File: src/rtl/mcc_pkg.sv
package mcc_pkg;

    localparam int OP_W = 6;

    localparam logic [OP_W-1:0] OPC_LOAD   = 6'b100011;
    localparam logic [OP_W-1:0] OPC_STORE  = 6'b101011;
    localparam logic [OP_W-1:0] OPC_REGOP  = 6'b000000;
    localparam logic [OP_W-1:0] OPC_BRANCH = 6'b000100;
    localparam logic [OP_W-1:0] OPC_JUMP   = 6'b000010;

    localparam logic [1:0] BSRC_REG   = 2'b00;
    localparam logic [1:0] BSRC_FOUR  = 2'b01;
    localparam logic [1:0] BSRC_IMM   = 2'b10;
    localparam logic [1:0] BSRC_IMMX4 = 2'b11;

    localparam logic [1:0] FN_ADD   = 2'b00;
    localparam logic [1:0] FN_SUB   = 2'b01;
    localparam logic [1:0] FN_FIELD = 2'b10;

    localparam logic [1:0] PCS_ALU  = 2'b00;
    localparam logic [1:0] PCS_HELD = 2'b01;
    localparam logic [1:0] PCS_JMP  = 2'b10;

    typedef enum logic [3:0] {
        ST_FETCH,
        ST_DECODE,
        ST_ADDR,
        ST_MRD,
        ST_LDWB,
        ST_MWR,
        ST_EXEC,
        ST_RDONE,
        ST_BRCMP,
        ST_JMP
    } state_e;

    typedef enum logic [2:0] {
        K_LOAD,
        K_STORE,
        K_REGOP,
        K_BRANCH,
        K_JUMP,
        K_OTHER
    } kind_e;

    typedef struct packed {
        logic       addr_sel_alu;
        logic       mem_rd;
        logic       mem_wr;
        logic       instr_ld;
        logic       dst_sel_rd;
        logic       rf_we;
        logic       wb_sel_mem;
        logic       alu_a_sel;
        logic [1:0] alu_b_sel;
        logic [1:0] alu_func;
        logic       pc_we;
        logic       pc_we_if_zero;
        logic [1:0] pc_sel;
    } ctrl_t;

endpackage

File: src/rtl/mcc_op_class.sv
module mcc_op_class
    import mcc_pkg::*;
(
    input  logic [OP_W-1:0] opcode,
    output kind_e           kind
);

    always_comb begin
        unique case (opcode)
            OPC_LOAD:   kind = K_LOAD;
            OPC_STORE:  kind = K_STORE;
            OPC_REGOP:  kind = K_REGOP;
            OPC_BRANCH: kind = K_BRANCH;
            OPC_JUMP:   kind = K_JUMP;
            default:    kind = K_OTHER;
        endcase
    end

endmodule

File: src/rtl/mcc_next_state.sv
module mcc_next_state
    import mcc_pkg::*;
(
    input  logic   clk,
    input  logic   rst_n,
    input  state_e state_q,
    input  kind_e  kind,
    output state_e state_d
);

    always_comb begin
        state_d = ST_FETCH;
        unique case (state_q)
            ST_FETCH:  state_d = ST_DECODE;
            ST_DECODE: begin
                unique case (kind)
                    K_LOAD, K_STORE: state_d = ST_ADDR;
                    K_REGOP:         state_d = ST_EXEC;
                    K_BRANCH:        state_d = ST_BRCMP;
                    K_JUMP:          state_d = ST_JMP;
                    default:         state_d = ST_FETCH;
                endcase
            end
            ST_ADDR: begin
                if (kind == K_LOAD)       state_d = ST_MRD;
                else if (kind == K_STORE) state_d = ST_MWR;
                else                      state_d = ST_FETCH;
            end
            ST_MRD:   state_d = ST_LDWB;
            ST_EXEC:  state_d = ST_RDONE;
            ST_LDWB, ST_MWR, ST_RDONE, ST_BRCMP, ST_JMP: state_d = ST_FETCH;
            default:  state_d = ST_FETCH;
        endcase
    end

    // fetch always hands over to decode
    p_fetch_then_decode_r2: assert property (@(posedge clk) disable iff (!rst_n)
        state_q == ST_FETCH |-> state_d == ST_DECODE);

    // completing steps never chain into another non-fetch step
    p_tail_to_fetch_r11: assert property (@(posedge clk) disable iff (!rst_n)
        (state_q == ST_LDWB || state_q == ST_MWR || state_q == ST_RDONE ||
         state_q == ST_BRCMP || state_q == ST_JMP) |-> state_d == ST_FETCH);

endmodule

File: src/rtl/mcc_out_decode.sv
module mcc_out_decode
    import mcc_pkg::*;
(
    input  state_e state_q,
    output ctrl_t  ctrl
);

    always_comb begin
        ctrl = '0;
        unique case (state_q)
            ST_FETCH: begin
                ctrl.mem_rd    = 1'b1;
                ctrl.instr_ld  = 1'b1;
                ctrl.alu_b_sel = BSRC_FOUR;
                ctrl.alu_func  = FN_ADD;
                ctrl.pc_we     = 1'b1;
                ctrl.pc_sel    = PCS_ALU;
            end
            ST_DECODE: begin
                ctrl.alu_b_sel = BSRC_IMMX4;
                ctrl.alu_func  = FN_ADD;
            end
            ST_ADDR: begin
                ctrl.alu_a_sel = 1'b1;
                ctrl.alu_b_sel = BSRC_IMM;
                ctrl.alu_func  = FN_ADD;
            end
            ST_MRD: begin
                ctrl.addr_sel_alu = 1'b1;
                ctrl.mem_rd       = 1'b1;
            end
            ST_LDWB: begin
                ctrl.wb_sel_mem = 1'b1;
                ctrl.rf_we      = 1'b1;
            end
            ST_MWR: begin
                ctrl.addr_sel_alu = 1'b1;
                ctrl.mem_wr       = 1'b1;
            end
            ST_EXEC: begin
                ctrl.alu_a_sel = 1'b1;
                ctrl.alu_b_sel = BSRC_REG;
                ctrl.alu_func  = FN_FIELD;
            end
            ST_RDONE: begin
                ctrl.dst_sel_rd = 1'b1;
                ctrl.rf_we      = 1'b1;
            end
            ST_BRCMP: begin
                ctrl.alu_a_sel     = 1'b1;
                ctrl.alu_b_sel     = BSRC_REG;
                ctrl.alu_func      = FN_SUB;
                ctrl.pc_we_if_zero = 1'b1;
                ctrl.pc_sel        = PCS_HELD;
            end
            ST_JMP: begin
                ctrl.pc_we  = 1'b1;
                ctrl.pc_sel = PCS_JMP;
            end
            default: ctrl = '0;
        endcase
    end

endmodule

File: src/rtl/mcc_ctrl_fsm.sv
module mcc_ctrl_fsm
    import mcc_pkg::*;
#(
    parameter int MAX_CYC = 5
) (
    input  logic            clk,
    input  logic            rst_n,
    input  logic [OP_W-1:0] opcode,
    output logic            addr_sel_alu,
    output logic            mem_rd,
    output logic            mem_wr,
    output logic            instr_ld,
    output logic            dst_sel_rd,
    output logic            rf_we,
    output logic            wb_sel_mem,
    output logic            alu_a_sel,
    output logic [1:0]      alu_b_sel,
    output logic [1:0]      alu_func,
    output logic            pc_we,
    output logic            pc_we_if_zero,
    output logic [1:0]      pc_sel
);

    localparam int PH_W = $clog2(MAX_CYC + 1);

    typedef struct packed {
        state_e          st;
        logic [PH_W-1:0] phase;
    } seq_t;

    seq_t   seq_d, seq_q;
    kind_e  kind;
    state_e st_next;
    ctrl_t  ctrl_raw, ctrl_out;

    mcc_op_class u_op_class (
        .opcode (opcode),
        .kind   (kind)
    );

    mcc_next_state u_next_state (
        .clk     (clk),
        .rst_n   (rst_n),
        .state_q (seq_q.st),
        .kind    (kind),
        .state_d (st_next)
    );

    mcc_out_decode u_out_decode (
        .state_q (seq_q.st),
        .ctrl    (ctrl_raw)
    );

    always_comb begin
        seq_d.st    = st_next;
        seq_d.phase = (st_next == ST_FETCH) ? '0 : seq_q.phase + 1'b1;
    end

    always_ff @(posedge clk) begin
        if (!rst_n) begin
            seq_q.st    <= ST_FETCH;
            seq_q.phase <= '0;
        end else begin
            seq_q <= seq_d;
        end
    end

    // reset holds every output quiet
    always_comb ctrl_out = rst_n ? ctrl_raw : '0;

    assign addr_sel_alu  = ctrl_out.addr_sel_alu;
    assign mem_rd        = ctrl_out.mem_rd;
    assign mem_wr        = ctrl_out.mem_wr;
    assign instr_ld      = ctrl_out.instr_ld;
    assign dst_sel_rd    = ctrl_out.dst_sel_rd;
    assign rf_we         = ctrl_out.rf_we;
    assign wb_sel_mem    = ctrl_out.wb_sel_mem;
    assign alu_a_sel     = ctrl_out.alu_a_sel;
    assign alu_b_sel     = ctrl_out.alu_b_sel;
    assign alu_func      = ctrl_out.alu_func;
    assign pc_we         = ctrl_out.pc_we;
    assign pc_we_if_zero = ctrl_out.pc_we_if_zero;
    assign pc_sel        = ctrl_out.pc_sel;

    // first cycle out of reset is a fetch
    p_first_fetch_r1: assert property (@(posedge clk) disable iff (!rst_n)
        !$past(rst_n) |-> (instr_ld && pc_we && mem_rd));

    // one memory access or one register write per cycle
    p_unit_excl_r11: assert property (@(posedge clk) disable iff (!rst_n)
        $countones({mem_rd, mem_wr, rf_we}) <= 1);

    // a program counter write is either forced or conditional
    p_pc_write_excl_r7: assert property (@(posedge clk) disable iff (!rst_n)
        !(pc_we && pc_we_if_zero));

    // register write closes an instruction: next cycle fetches
    p_write_then_fetch_r11: assert property (@(posedge clk) disable iff (!rst_n)
        rf_we |=> instr_ld);

    // instruction register loads once per instruction
    p_ir_single_r2: assert property (@(posedge clk) disable iff (!rst_n)
        instr_ld |=> !instr_ld);

    // memory read of a load is followed by its write-back
    p_load_wb_r4: assert property (@(posedge clk) disable iff (!rst_n)
        (mem_rd && addr_sel_alu) |=> (rf_we && wb_sel_mem));

    // no instruction exceeds its cycle budget
    p_cycle_budget_r11: assert property (@(posedge clk) disable iff (!rst_n)
        seq_q.phase <= PH_W'(MAX_CYC - 1));

endmodule

File: config.mk
export PLATFORM = sky130hd
export DESIGN_NAME = mcc_ctrl_fsm
export DESIGN_NICKNAME = d
export VERILOG_FILES = /design/src/rtl/mcc_pkg.sv /design/src/rtl/mcc_op_class.sv /design/src/rtl/mcc_next_state.sv /design/src/rtl/mcc_out_decode.sv /design/src/rtl/mcc_ctrl_fsm.sv
export SDC_FILE = /design/constraint.sdc
export NUM_CORES = 1
export LEC_CHECK = 0
export BUFFER_PORTS_ARGS = -buffer_cell sky130_fd_sc_hd__buf_4
export CAP_MARGIN = 20
export CORE_AREA = 2 2 39 41
export CTS_CLUSTER_DIAMETER = 30
export DETAILED_ROUTE_END_ITERATION = 8
export DIE_AREA = 0 0 41 43
export PLACE_DENSITY = 0.84
export RECOVER_POWER = 25
export SYNTH_ARGS = -nofsm -noshare
export SYNTH_HDL_FRONTEND = slang
export SYNTH_HIERARCHICAL = 1
export SYNTH_SLANG_ARGS = --single-unit
File: constraint.sdc
create_clock -name clk -period 5.06 [get_ports clk]
set_input_delay 1.012 -clock clk [delete_from_list [all_inputs] [get_ports clk]]
set_output_delay 1.012 -clock clk [all_outputs]
set_load 0.005 [all_outputs]
Word-level counts from Yosys, hierarchy flattened:

Index checks and enable logic that the tools add are counted.

* memories: 0
* bits in writable memories: 0
* latch bits: 0
* flip-flop bits (word level): 4
* logic and storage cells: 45
* input port bits: 8
* memory bits (read-only): 0

* $add $sub $neg: 0
* multipliers: 0
* shifts and indexed selects: 0
* bitwise operators: 0
* reductions and logical operators: 9
* eq/ne operators: 17
* div/mod/pow operators: 0
* magnitude comparators: 0
* mux-type cells: 18

Operator list (number)
* case mux 4 bit (5 select lines): 2
* equality test 4 x 3 -> 1 bit (second input constant): 4
* 2-to-1 mux 16 bit: 1
* case mux 4 bit (4 select lines): 1
* case mux 3 bit (5 select lines): 1
* equality test 6 bit (second input constant): 2
* 2-to-1 mux 1 bit: 10
* OR reduction 2 bit: 5
* equality test 4 x 2 -> 1 bit (second input constant): 2
* equality test 4 bit (second input constant): 2
* equality test 3 x 2 -> 1 bit (second input constant): 2
* equality test 6 x 2 -> 1 bit (second input constant): 1
* equality test 6 x 3 -> 1 bit (second input constant): 1
* logical NOT 6 bit: 1
* equality test 4 x 1 -> 1 bit (second input constant): 1
* logical NOT 4 bit: 1
* 2-to-1 mux 4 bit: 1
* case mux 2 bit (2 select lines): 1
* equality test 3 x 1 -> 1 bit (second input constant): 1
* equality test 3 bit (second input constant): 1
* logical NOT 3 bit: 1
* 2-to-1 mux 3 bit: 1
* OR reduction 3 bit: 1

Logic depth before layout (Yosys ltp):

Gate-level depths: netlist of run 1.

* depth in word-level cells: 6
* mapped depth: 6
* mapped depth without buffers: 6

By module:

Netlist of run 1, hierarchy kept.

Modules (own cells, without submodules)
* mcc_ctrl_fsm: area each 234.0 um^2, cells each 26, times used 1
* mcc_out_decode: area each 211.5 um^2, cells each 25, times used 1
* mcc_next_state: area each 130.1 um^2, cells each 22, times used 1
* mcc_op_class: area each 53.8 um^2, cells each 8, times used 1

Worst setup path after synthesis of run 1:

No wires, ideal clock.

* path kind: input to register
* start: input port opcode[0]
* end: register seq_q[3] (netlist bit)
* data arrival time: 2325 ps
* buffers on the path: 0
* stages: 5
* setup slack: 2619 ps
* data required time: 4944 ps
* library setup time: 116 ps
* cells stage by stage: nor2_1 -> nor4b_1 -> nor2_1 -> o311a_1 -> and2_2

* longest elaborated chain between the ends: 6
* elaborated cells between the ends (all ways): 16
* those cells by class: 8 x eq/ne; 5 x mux; 3 x reduce/logical

RTL lines
* from (decl): line mcc_ctrl_fsm.sv:8 `input logic [OP_W-1:0] opcode,`
* equality test 6 x 2 -> 1 bit (tied with other cells): line mcc_op_class.sv:9 `unique case (opcode)`
* case mux 3 bit (5 select lines) *: line mcc_op_class.sv:9
* net kind[1]: line mcc_ctrl_fsm.sv:32 `kind_e kind;`
* equality test 3 x 1 -> 1 bit or logical NOT 3 bit (tied branches): line mcc_next_state.sv:16, mcc_next_state.sv:26, mcc_next_state.sv:25
* OR reduction 2 bit or 2-to-1 mux 3 bit (tied branches): line mcc_next_state.sv:16, mcc_next_state.sv:26
* case mux 4 bit (4 select lines) or 2-to-1 mux 4 bit (tied branches): line mcc_next_state.sv:16, mcc_next_state.sv:25
* case mux 4 bit (5 select lines) *: line mcc_next_state.sv:13 `unique case (state_q)`
* net st_next[0]: line mcc_ctrl_fsm.sv:33 `state_e st_next;`
* to (signal assigned): line mcc_ctrl_fsm.sv:64 `seq_q <= seq_d;`
* to (decl): line mcc_ctrl_fsm.sv:31 `seq_t seq_d, seq_q;`

The timed path passes the listed nets; every way through them passes the cells marked *.
A chain may end at the register's enable or synchronous reset.

==> results of run 1 <==
==> cells in the final DEF (no fill, tap or decap), drive strengths merged, types with 2 or more instances in the layout <==
cell type,instances
buf,23
and2,20
nor3,6
nor3b,6
dfxtp,4
a21oi,4
clkbuf,3
o21ai,3
nor2,3
nor4b,3
inv,2
nand3,2
nor2b,2
xor2,2
==> worst max-delay path, cell delays in order, from the launching register on <==
cell and delay (ns):
dfxtp_1 0.72, nor4b_2 0.13, or2_1 0.25, and2_2 0.19
buf_4 0.13
==> stage by stage <==
stage                     hold slack (ns)  worst slack (ns)
after detailed placement            0.912              2.32
after CTS                           0.924              2.36
after global placement              0.906              2.37
after floorplan                     0.695              2.62
final                               0.913              2.39
after global routing                 1.02              2.27
==> power by group through the flow <==
stage	Sequential, mW	Combinational (mW)	Clock (mW)
floorplan	0.0344	0.0166	0
global placement	0.0366	0.0232	0
detailed placement	0.0367	0.0240	0
CTS	0.0362	0.0241	0.0414
global route	0.0366	0.0263	0.0441
finish	0.0360	0.0239	0.0391
==> final cells by class <==
| class | instances | area (sq um) |
|---|---|---|
| fill | 137 | 607 |
| multi-input combinational | 68 | 474 |
| timing repair buffer | 23 | 173 |
| sequential | 4 | 80.1 |
| clock buffer | 3 | 22.5 |
| tap | 16 | 20.0 |
| inverter | 2 | 7.51 |
==> logic make-up (layout without fill, tap and decap cells) <==
family	count (synthesis)	in the layout	synth area share (%)
AND/OR/NAND/NOR	53	53	60.0
AO/OA/AOI/OAI	12	12	12.1
buffers and inverters	9	28	10.9
flip-flops	4	4	12.7
XOR/XNOR	3	3	4.18
==> worst max-delay path by stage <==
stage,from,endpoint,cells past startpoint
after floorplan,opcode[0],seq_q[3]$_SDFF_PN0_,5
after global placement,opcode[0],seq_q[3]$_SDFF_PN0_,6
after detailed placement,opcode[0],seq_q[3]$_SDFF_PN0_,6
after CTS,seq_q[4]$_SDFF_PN0_,alu_a_sel,4
after global routing,seq_q[4]$_SDFF_PN0_,alu_a_sel,4
final,seq_q[4]$_SDFF_PN0_,alu_a_sel,4
==> layer usage <==
metal / up-vias / GRT usage [%] / wire length (um)
li1: 328 / - / -
met1: 306 / 22.0 / 576
met2: 18 / 25.0 / 644
met3: 2 / 1.57 / 47
met4: 0 / 10.0 / 16
met5: - / 0 / 0
==> qor.yml, run 1 <==
outcome:
  status: "finished, final reports clean"
power:
  peakVddDrop_mv: 0.128
  swShare_pct: 25.8
  p_int_mw: 0.0735
  power.density_nw_per_um2: 128
  p_total_mw: 0.0991
  leakagePower_nw: 0.332
  pwr-share-comb_pct: 24.2
  p_switching_mw: 0.0256
  pwr-share-clk_pct: 39.5
  p_seq_share_pct: 36.4
yosys:
  syn_avg_cell_area_sq_um: 7.77
  synth_seq_cells: 4
  yosys.area.top_type_share_pct: 14.9
  synth_cells: 81
  synth.net_count: 89
  synth.area.top_cells: "and2_1 (15%), dfxtp_1 (13%), and2_2 (6.0%), buf_6 (5.4%), nor3_1 (4.8%)"
  synth_cell_types: 35
  synth_top_area_cell: "and2_1"
  synth.most_common_cell: "and2_1"
  yosysSeqAreaShare_pct: 12.7
  async_reset_ff_share_pct: 0
  synth_ff_type: "dfxtp_1"
  synth_commonest_cells: "and2_1 (15), nor3_1 (6), and2_2 (5)"
  synth_area_sq_um: 629
  synth_edf_count: 0
  ys_warn_count: 6
clock_tree:
  cts_max_path_buffers: 2
  cts_made_buffers: 3
  path_clk_slew_ns: 0.04
  htree_levels: 1
  cts_tree: "yes"
  cts.sinks: 4
  cts_root_buf: "clkbuf_4"
  ctsHoldBuffers: 0
  postCtsSetupRepairBufs: 0
  clock_latency_ns: 0.23
  post_cts_resized: 0
global_routing:
  antenna_found_initial: 0
  grt_max_degree: 21
  grt-ovfl-total: 0
  gr-usage-all-layers_pct: 16.7
  first_global_vias: 511
  grt_pass1_wl_um: 2070
critical_path:
  arrival_ns: 1.65
  reg2reg_to: "seq_q[4]$_SDFF_PN0_"
  crit_path_end_kind: "primary output"
  reg2reg_depth: 4
  path_max_fanout: 20
  critPathKind: "reg2out"
  crit_required_ns: 4.05
  startpoint_type: "flip-flop"
  rrSetupSlack_ns: 3.39
  r2r_start: "seq_q[3]$_SDFF_PN0_"
min_path:
  min_from: "seq_q[3]$_SDFF_PN0_"
  hold_depth: 3
  holdPathEnd: "seq_q[3]$_SDFF_PN0_"
  hold_path.class: "reg2reg"
timing:
  period_needed_ns: 2.67
  finalHoldViolCount: 0
  final.period_utilization_pct: 52.7
  slew_viol_final: 0
  fin_tns_setup_ns: 0
  rsz0062_at_grt: "no"
  slew_headroom_pct: 39.1
  setup_viol: 0
  max_freq_ghz: 0.375
  final.setup_skew_ns: 0.0000785
  worst_pin_slew_ns: 0.901
placed_design:
  dpl-instance-area_sq_um: 761
  place_congestion: 0.753
  place_hpwl_um: 885
  portBuffers: 23
  dp.cells: 113
floorplanning:
  placementRows: 14
  die_y_um: 43
  dieArea_sq_um: 1760
  initial_core_util_pct: 45.5
  coreArea_sq_um: 1380
  design.portCount: 24
  fp.dieW_um: 41
finish:
  top_regs: "seq_q: 4 flops"
  largest_reg_flops: 4
  stdcell_count: 116
  final_nets: 110
  syn_to_final_growth_pct: 23.5
  layout-drive-gt1-share_pct: 36.0
  largest-register: "seq_q"
  stdcell_area_sq_um: 777
  antenna_cells: 0
  utilization_pct: 56.1
detailed_routing:
  firstDrtPassIters: 4
  drt_iter0_drc: 9
  routed_wl_um: 1290
  drtAntennaViolNets: 0
  drc: 0
  vias: 654
  vias_per_cell: 5.64
  wl_per_cell_um: 11.1
flow_run:
  drv_cap: 0
No activity file was read; power rests on OpenSTA's default activity.
==> run 2: changes to the inputs <==
--- a/config.mk
+++ b/config.mk
@@ -7,11 +7,11 @@
 export LEC_CHECK = 0
 export BUFFER_PORTS_ARGS = -buffer_cell sky130_fd_sc_hd__buf_4
 export CAP_MARGIN = 20
-export CORE_AREA = 2 2 39 41
+export CORE_MARGIN = 2
+export CORE_UTILIZATION = 42
 export CTS_CLUSTER_DIAMETER = 30
 export DETAILED_ROUTE_END_ITERATION = 8
-export DIE_AREA = 0 0 41 43
-export PLACE_DENSITY = 0.84
+export PLACE_DENSITY = 0.8
 export RECOVER_POWER = 25
 export SYNTH_ARGS = -nofsm -noshare
 export SYNTH_HDL_FRONTEND = slang
==> constraint.sdc (replaced) <==
create_clock -name clk -period 2.35 [get_ports clk]
set_input_delay 0.47 -clock clk [delete_from_list [all_inputs] [get_ports clk]]
set_output_delay 0.47 -clock clk [all_outputs]
set_load 0.005 [all_outputs]
==> run 2 against run 1 <==
Net effect:
- count of clock-buffer cells in the layout did not move
- final area rose by 3.1%
- flip-flop and latch count did not move
- register-to-register slack got worse by 2.7 ns
- worst hold slack got worse by 0.35 ns
- routed wire length rose by 10%
- sequential share of layout area fell by 0.31 points
- critical path depth did not move
- first-iteration DRC count fell by 56%
- sequential power rose by 100%
- clock skew rose by 0.0032 ns
- combinational power rose by 150%
- largest power group unchanged
- highest routed layer unchanged
==> qor.yml, run 2 (synthesized netlist as in run 1, its figures left out) <==
outcome:
  status: "finished, final reports clean"
finish:
  syn_to_final_growth_pct: 27.2
  mostFrequentLayoutCells: "buf_4 (25), and2_1 (13), nor3_1 (6)"
  utilization_pct: 59.3  # +3.2 points
  largest_reg_flops: 4  # unchanged
  top_regs: "seq_q: 4 flops"
  largest-register: "seq_q"
  fill_cells: 121  # -12%
  stdcell_count: 118  # +1.7%
  final_nets: 113  # +2.7%
  layout-drive-gt1-share_pct: 37.9  # +1.9 points
  antenna_cells: 0  # unchanged
  final_common_cell: "buf_4"
power:
  p_seq_share_pct: 33.4  # -3.0 points
  p_switching_mw: 0.0601  # +130%
  pwr-share-comb_pct: 26.7  # +2.5 points
  peakVddDrop_mv: 0.197  # +54%
  pwr-share-clk_pct: 39.9  # +0.4 points
  leakagePower_nw: 0.347  # +4.3%
  p_int_mw: 0.160  # +120%
  power.density_nw_per_um2: 275  # +120%
  swShare_pct: 27.2  # +1.4 points
global_routing:
  gr-usage-all-layers_pct: 15.6  # -1.1 points
  grt_pass1_wl_um: 2220  # +7.3%
  grt-ovfl-total: 0  # unchanged
  first_global_vias: 541  # +5.9%
  grt_max_degree: 21  # unchanged
  antenna_found_initial: 0  # unchanged
timing:
  max_freq_ghz: 0.460
  period_needed_ns: 2.18
  final.setup_skew_ns: 0.00329  # +0.00321 ns
  setup_viol: 0  # unchanged
  fin_tns_setup_ns: 0  # unchanged
  slew_headroom_pct: 52.8  # +14 points
  finalHoldViolCount: 0  # unchanged
  slew_viol_final: 0  # unchanged
  rsz0062_at_grt: "no"
  final.period_utilization_pct: 92.6
  worst_pin_slew_ns: 0.708  # -0.194 ns
clock_tree:
  cts_root_buf: "clkbuf_4"
  path_clk_slew_ns: 0.04  # about the same
  ctsHoldBuffers: 0  # unchanged
  htree_levels: 1  # unchanged
  cts_max_path_buffers: 2  # unchanged
  clock_latency_ns: 0.24  # about the same
  cts_made_buffers: 3  # unchanged
  cts_tree: "yes"
  post_cts_resized: 0  # unchanged
  cts.sinks: 4  # unchanged
  postCtsSetupRepairBufs: 0  # unchanged
critical_path:
  critPathKind: "reg2out"
  arrival_ns: 1.71  # +0.06 ns
  startpoint_type: "flip-flop"
  crit_required_ns: 1.88  # -2.17 ns
  path_max_fanout: 20  # unchanged
  slowest_delay_ns: 0.77  # +0.05 ns
  crit_path_end_kind: "primary output"
  cpMaxStageDelayCell: "dfxtp_1"
  crit_chain: "xor2_1, nor3b_2, and2_1, buf_4"
flow_run:
  drv_cap: 0  # unchanged
placed_design:
  portBuffers: 23  # unchanged
  dp.cells: 115  # +1.8%
  place_congestion: 0.728  # -3.4%
  place_hpwl_um: 990  # +12%
floorplanning:
  fp.dieW_um: 42.7  # +4.2%
  initial_core_util_pct: 46.6  # +1.1 points
  coreArea_sq_um: 1350  # -2.4%
  design.portCount: 24  # unchanged
  dieArea_sq_um: 1820  # +3.5%
  die_y_um: 42.7  # -0.67%
  placementRows: 13  # -1
detailed_routing:
  wl_per_cell_um: 12.0  # +8.4%
  firstDrtPassIters: 4  # unchanged
  drtAntennaViolNets: 0  # unchanged
  drt_iter0_drc: 4  # -5
  drc: 0  # unchanged
  vias_per_cell: 5.68  # +0.71%
  vias: 670  # +2.4%
  routed_wl_um: 1420  # +10%
min_path:
  hold_path.class: "in2reg"
run 2: final timing paths:
kind,start,cells after the start,endpoint,slack (ns)
worst max-delay path,seq_q[4]$_SDFF_PN0_,4,alu_b_sel[1],0.17
worst min-delay path,rst_n,2,seq_q[6]$_SDFF_PN0_,0.57
worst max register to register,seq_q[4]$_SDFF_PN0_,4,seq_q[4]$_SDFF_PN0_,0.71
worst min register to register,seq_q[3]$_SDFF_PN0_,4,seq_q[4]$_SDFF_PN0_,0.82
run 2: final cells by class:
type | instances | area (sq um) | share of cell area [%]
timing repair buffer | 26 | 191 | 23.9
sequential | 4 | 80.1 | 10.0
tap | 15 | 18.8 | 2.34
clock buffer | 3 | 22.5 | 2.81
multi-input combinational | 68 | 480 | 60.0
inverter | 2 | 7.51 | 0.938
run 2: power groups by stage:
stage	sequential (mW)	clock (mW)	combinational, mW
finish	0.0737	0.0879	0.0589
global route	0.0740	0.0972	0.0639
CTS	0.0737	0.0915	0.0599
detailed placement	0.0748	0	0.0596
global placement	0.0748	0	0.0578
floorplan	0.0742	0	0.0358
run 2: worst max-delay path, delay by kind of cell (launching register included):
kind	cells	cell delay [ns]
and+or+nand+nor	2	0.32
buffers and inverters	1	0.10
xor gates and xnor gates	1	0.27
DFF	1	0.77
run 2: metrics by stage:
stage	power (mW)	worst slack, ns	hold slack, ns	area [sq um]
final	0.220	0.175	0.566	801
after global routing	0.235	0.0386	0.588	801
after CTS	0.225	0.182	0.558	805
after detailed placement	0.134	0.429	0.806	782
after global placement	0.133	0.452	0.798	782
after floorplan	0.110	0.451	0.688	629
run 2: layer usage:
layer	up-vias	routed length [um]	global-route usage, %
met1	303	668	18.9
li1	336	-	-
met4	0	38	11.3
met2	25	630	25.5
met3	6	79	1.28
met5	-	0	0
==> run 3: changes to the inputs <==
--- a/config.mk
+++ b/config.mk
@@ -8,10 +8,11 @@
 export BUFFER_PORTS_ARGS = -buffer_cell sky130_fd_sc_hd__buf_4
 export CAP_MARGIN = 20
 export CORE_MARGIN = 2
-export CORE_UTILIZATION = 42
+export CORE_UTILIZATION = 28
 export CTS_CLUSTER_DIAMETER = 30
 export DETAILED_ROUTE_END_ITERATION = 8
-export PLACE_DENSITY = 0.8
+export GPL_ROUTABILITY_DRIVEN = 1
+export PLACE_DENSITY = 0.59
 export RECOVER_POWER = 25
 export SYNTH_ARGS = -nofsm -noshare
 export SYNTH_HDL_FRONTEND = slang
==> constraint.sdc (replaced) <==
create_clock -name clk -period 2.35 [get_ports clk]
set_input_delay 0 -clock clk [delete_from_list [all_inputs] [get_ports clk]]
set_output_delay 0 -clock clk [all_outputs]
set_load 0.005 [all_outputs]
==> run 3 against run 2 <==
Net effect:
- non-clock buffer count shrank 1
- setup slack improved by 0.51 ns
- clock power rose by 0.7%
- global-route usage down 4.2 points
- critical endpoint is now alu_a_sel
- largest cell class unchanged
==> qor.yml, run 3 (synthesized netlist as in run 1, its figures left out) <==
placed_design:
  portBuffers: 23  # unchanged
  place_hpwl_um: 949  # -4.2%
  place_congestion: 0.702  # -3.5%
  pre_cts_ws_ns: 0.753  # +0.324 ns
clock_tree:
  ctsHoldBuffers: 0  # unchanged
  path_clk_slew_ns: 0.03  # about the same
  cts_made_buffers: 3  # unchanged
  htree_levels: 1  # unchanged
  clock_latency_ns: 0.24  # about the same
  postCtsSetupRepairBufs: 0  # unchanged
  cts.sinks: 4  # unchanged
  cts_tree: "yes"
  cts_max_path_buffers: 2  # unchanged
  cts_root_buf: "clkbuf_4"
  post_cts_resized: 0  # unchanged
finish:
  largest-register: "seq_q"
  antenna_cells: 0  # unchanged
  multi_input_area_sq_um: 474  # -1.3%
  register_area_sq_um: 80.1  # unchanged
  utilization_pct: 37.2  # -22 points
  final_nets: 112  # -0.88%
  final_common_cell: "buf_4"
  syn_to_final_growth_pct: 28.2
  fill_cells: 231  # +91%
  largest_reg_flops: 4  # unchanged
  mostFrequentLayoutCells: "buf_4 (25), and2_1 (12), nor3_1 (6)"
  layout-drive-gt1-share_pct: 37.3  # -0.61 points
  top_regs: "seq_q: 4 flops"
power:
  power.density_nw_per_um2: 273  # -0.95%
  peakVddDrop_mv: 0.253  # +28%
  leakagePower_nw: 0.344  # -0.72%
floorplanning:
  die_y_um: 51.4  # +20%
  design.portCount: 24  # unchanged
  dieArea_sq_um: 2640  # +45%
  coreArea_sq_um: 2170  # +61%
  placementRows: 17  # +4
  fp.dieW_um: 51.4  # +20%
  initial_core_util_pct: 29.0  # -18 points
critical_path:
  cpMaxStageDelayCell: "dfxtp_1"
  arrival_ns: 1.67  # -0.04 ns
  crit_chain: "nor4b_2, or2_1, and2_2, buf_4"
  crit_path_end_kind: "primary output"
  slowest_delay_ns: 0.73  # -0.04 ns
  path_max_fanout: 20  # unchanged
  critPathKind: "reg2out"
  startpoint_type: "flip-flop"
  crit_required_ns: 2.35  # +0.47 ns
timing:
  worst_pin_slew_ns: 0.659  # -0.0484 ns
  max_freq_ghz: 0.599  # +30%
  period_needed_ns: 1.67  # -0.505 ns
  final.setup_skew_ns: 0.00872  # +0.00543 ns
  finalHoldViolCount: 0  # unchanged
  rsz0062_at_grt: "no"
  finalWorstSetupSlack_ns: 0.680  # +0.505 ns
  final.period_utilization_pct: 71.0  # -22 points
  slew_viol_final: 0  # unchanged
  setup_viol: 0  # unchanged
  fin_tns_setup_ns: 0  # unchanged
  slew_headroom_pct: 56.0  # +3.2 points
detailed_routing:
  wl_per_cell_um: 10.4  # -14%
  vias_per_cell: 4.83  # -15%
  drt_iter0_drc: 10  # +6
  vias: 628  # -6.3%
  drc: 0  # unchanged
  routed_wl_um: 1350  # -4.9%
  firstDrtPassIters: 4  # unchanged
  drtAntennaViolNets: 0  # unchanged
global_routing:
  gr-usage-all-layers_pct: 11.4  # -4.2 points
  first_global_vias: 577  # +6.7%
  grt_max_degree: 21  # unchanged
  grt_pass1_wl_um: 2320  # +4.4%
  grt-ovfl-total: 0  # unchanged
  antenna_found_initial: 0  # unchanged
min_path:
  hold_path.class: "in2reg"
flow_run:
  drv_cap: 0  # unchanged
outcome:
  status: "finished, final reports clean"
run 3: cell types whose count changed in the layout (fill, tap and decap cells not counted):
| cell | previous run | this run |
|---|---|---|
| nor4b_2 | 2 | 1 |
| clkbuf_1 | 1 | 0 |
| and2_0 | 2 | 3 |
| and2_1 | 13 | 12 |
| nor4b_1 | 1 | 2 |
run 3: cell type report:
cell class / instances / share of cell area [%]
clock buffers: 3 / 2.79
inverters: 2 / 0.930
multi-input cells: 68 / 58.8
flip-flops and latches: 4 / 9.92
well taps: 28 / 4.34
repair buffers: 25 / 23.3
run 3: critical path: cells and delay by family, from the launching register on:
kind                   cells  cell delay [ns]
DFF                        1             0.73
buffers and inverters      1             0.13
and+or+nand+nor            3             0.57
run 3: layer usage:
metal	vias to the layer above	routed length (um)	track usage [%]
met3	3	41	2.05
met5	-	0	0
met2	12	627	18.4
met4	0	29	7.02
met1	282	650	13.8
li1	331	-	-
run 3: where the power goes:
part / total, mW / switching, mW / internal, mW
registers: 0.0715 / 0.00159 / 0.0699
logic: 0.0600 / 0.0269 / 0.0332
clock network: 0.0885 / 0.0312 / 0.0573
total: 0.220 / 0.0597 / 0.160
run 3: stage by stage:
step                      power (mW)  instance area [sq um]  hold slack [ns]  cells
after floorplan                0.110                    629            0.207     81
after global placement         0.132                    791            0.324    127
after detailed placement       0.133                    791            0.333    127
final                          0.220                    807           0.0954    130
after CTS                      0.226                    813           0.0860    130
after global routing           0.235                    807            0.116    130
run 3: worst paths after layout:
check                                          from             endpoint  slack, ns  depth (start not counted)
worst min register to register  seq_q[3]$_SDFF_PN0_  seq_q[3]$_SDFF_PN0_       0.86                          4
worst max-delay path            seq_q[4]$_SDFF_PN0_            alu_a_sel       0.68                          4
worst min-delay path                          rst_n  seq_q[6]$_SDFF_PN0_        0.1                          2
worst max register to register  seq_q[4]$_SDFF_PN0_  seq_q[4]$_SDFF_PN0_       0.75                          4
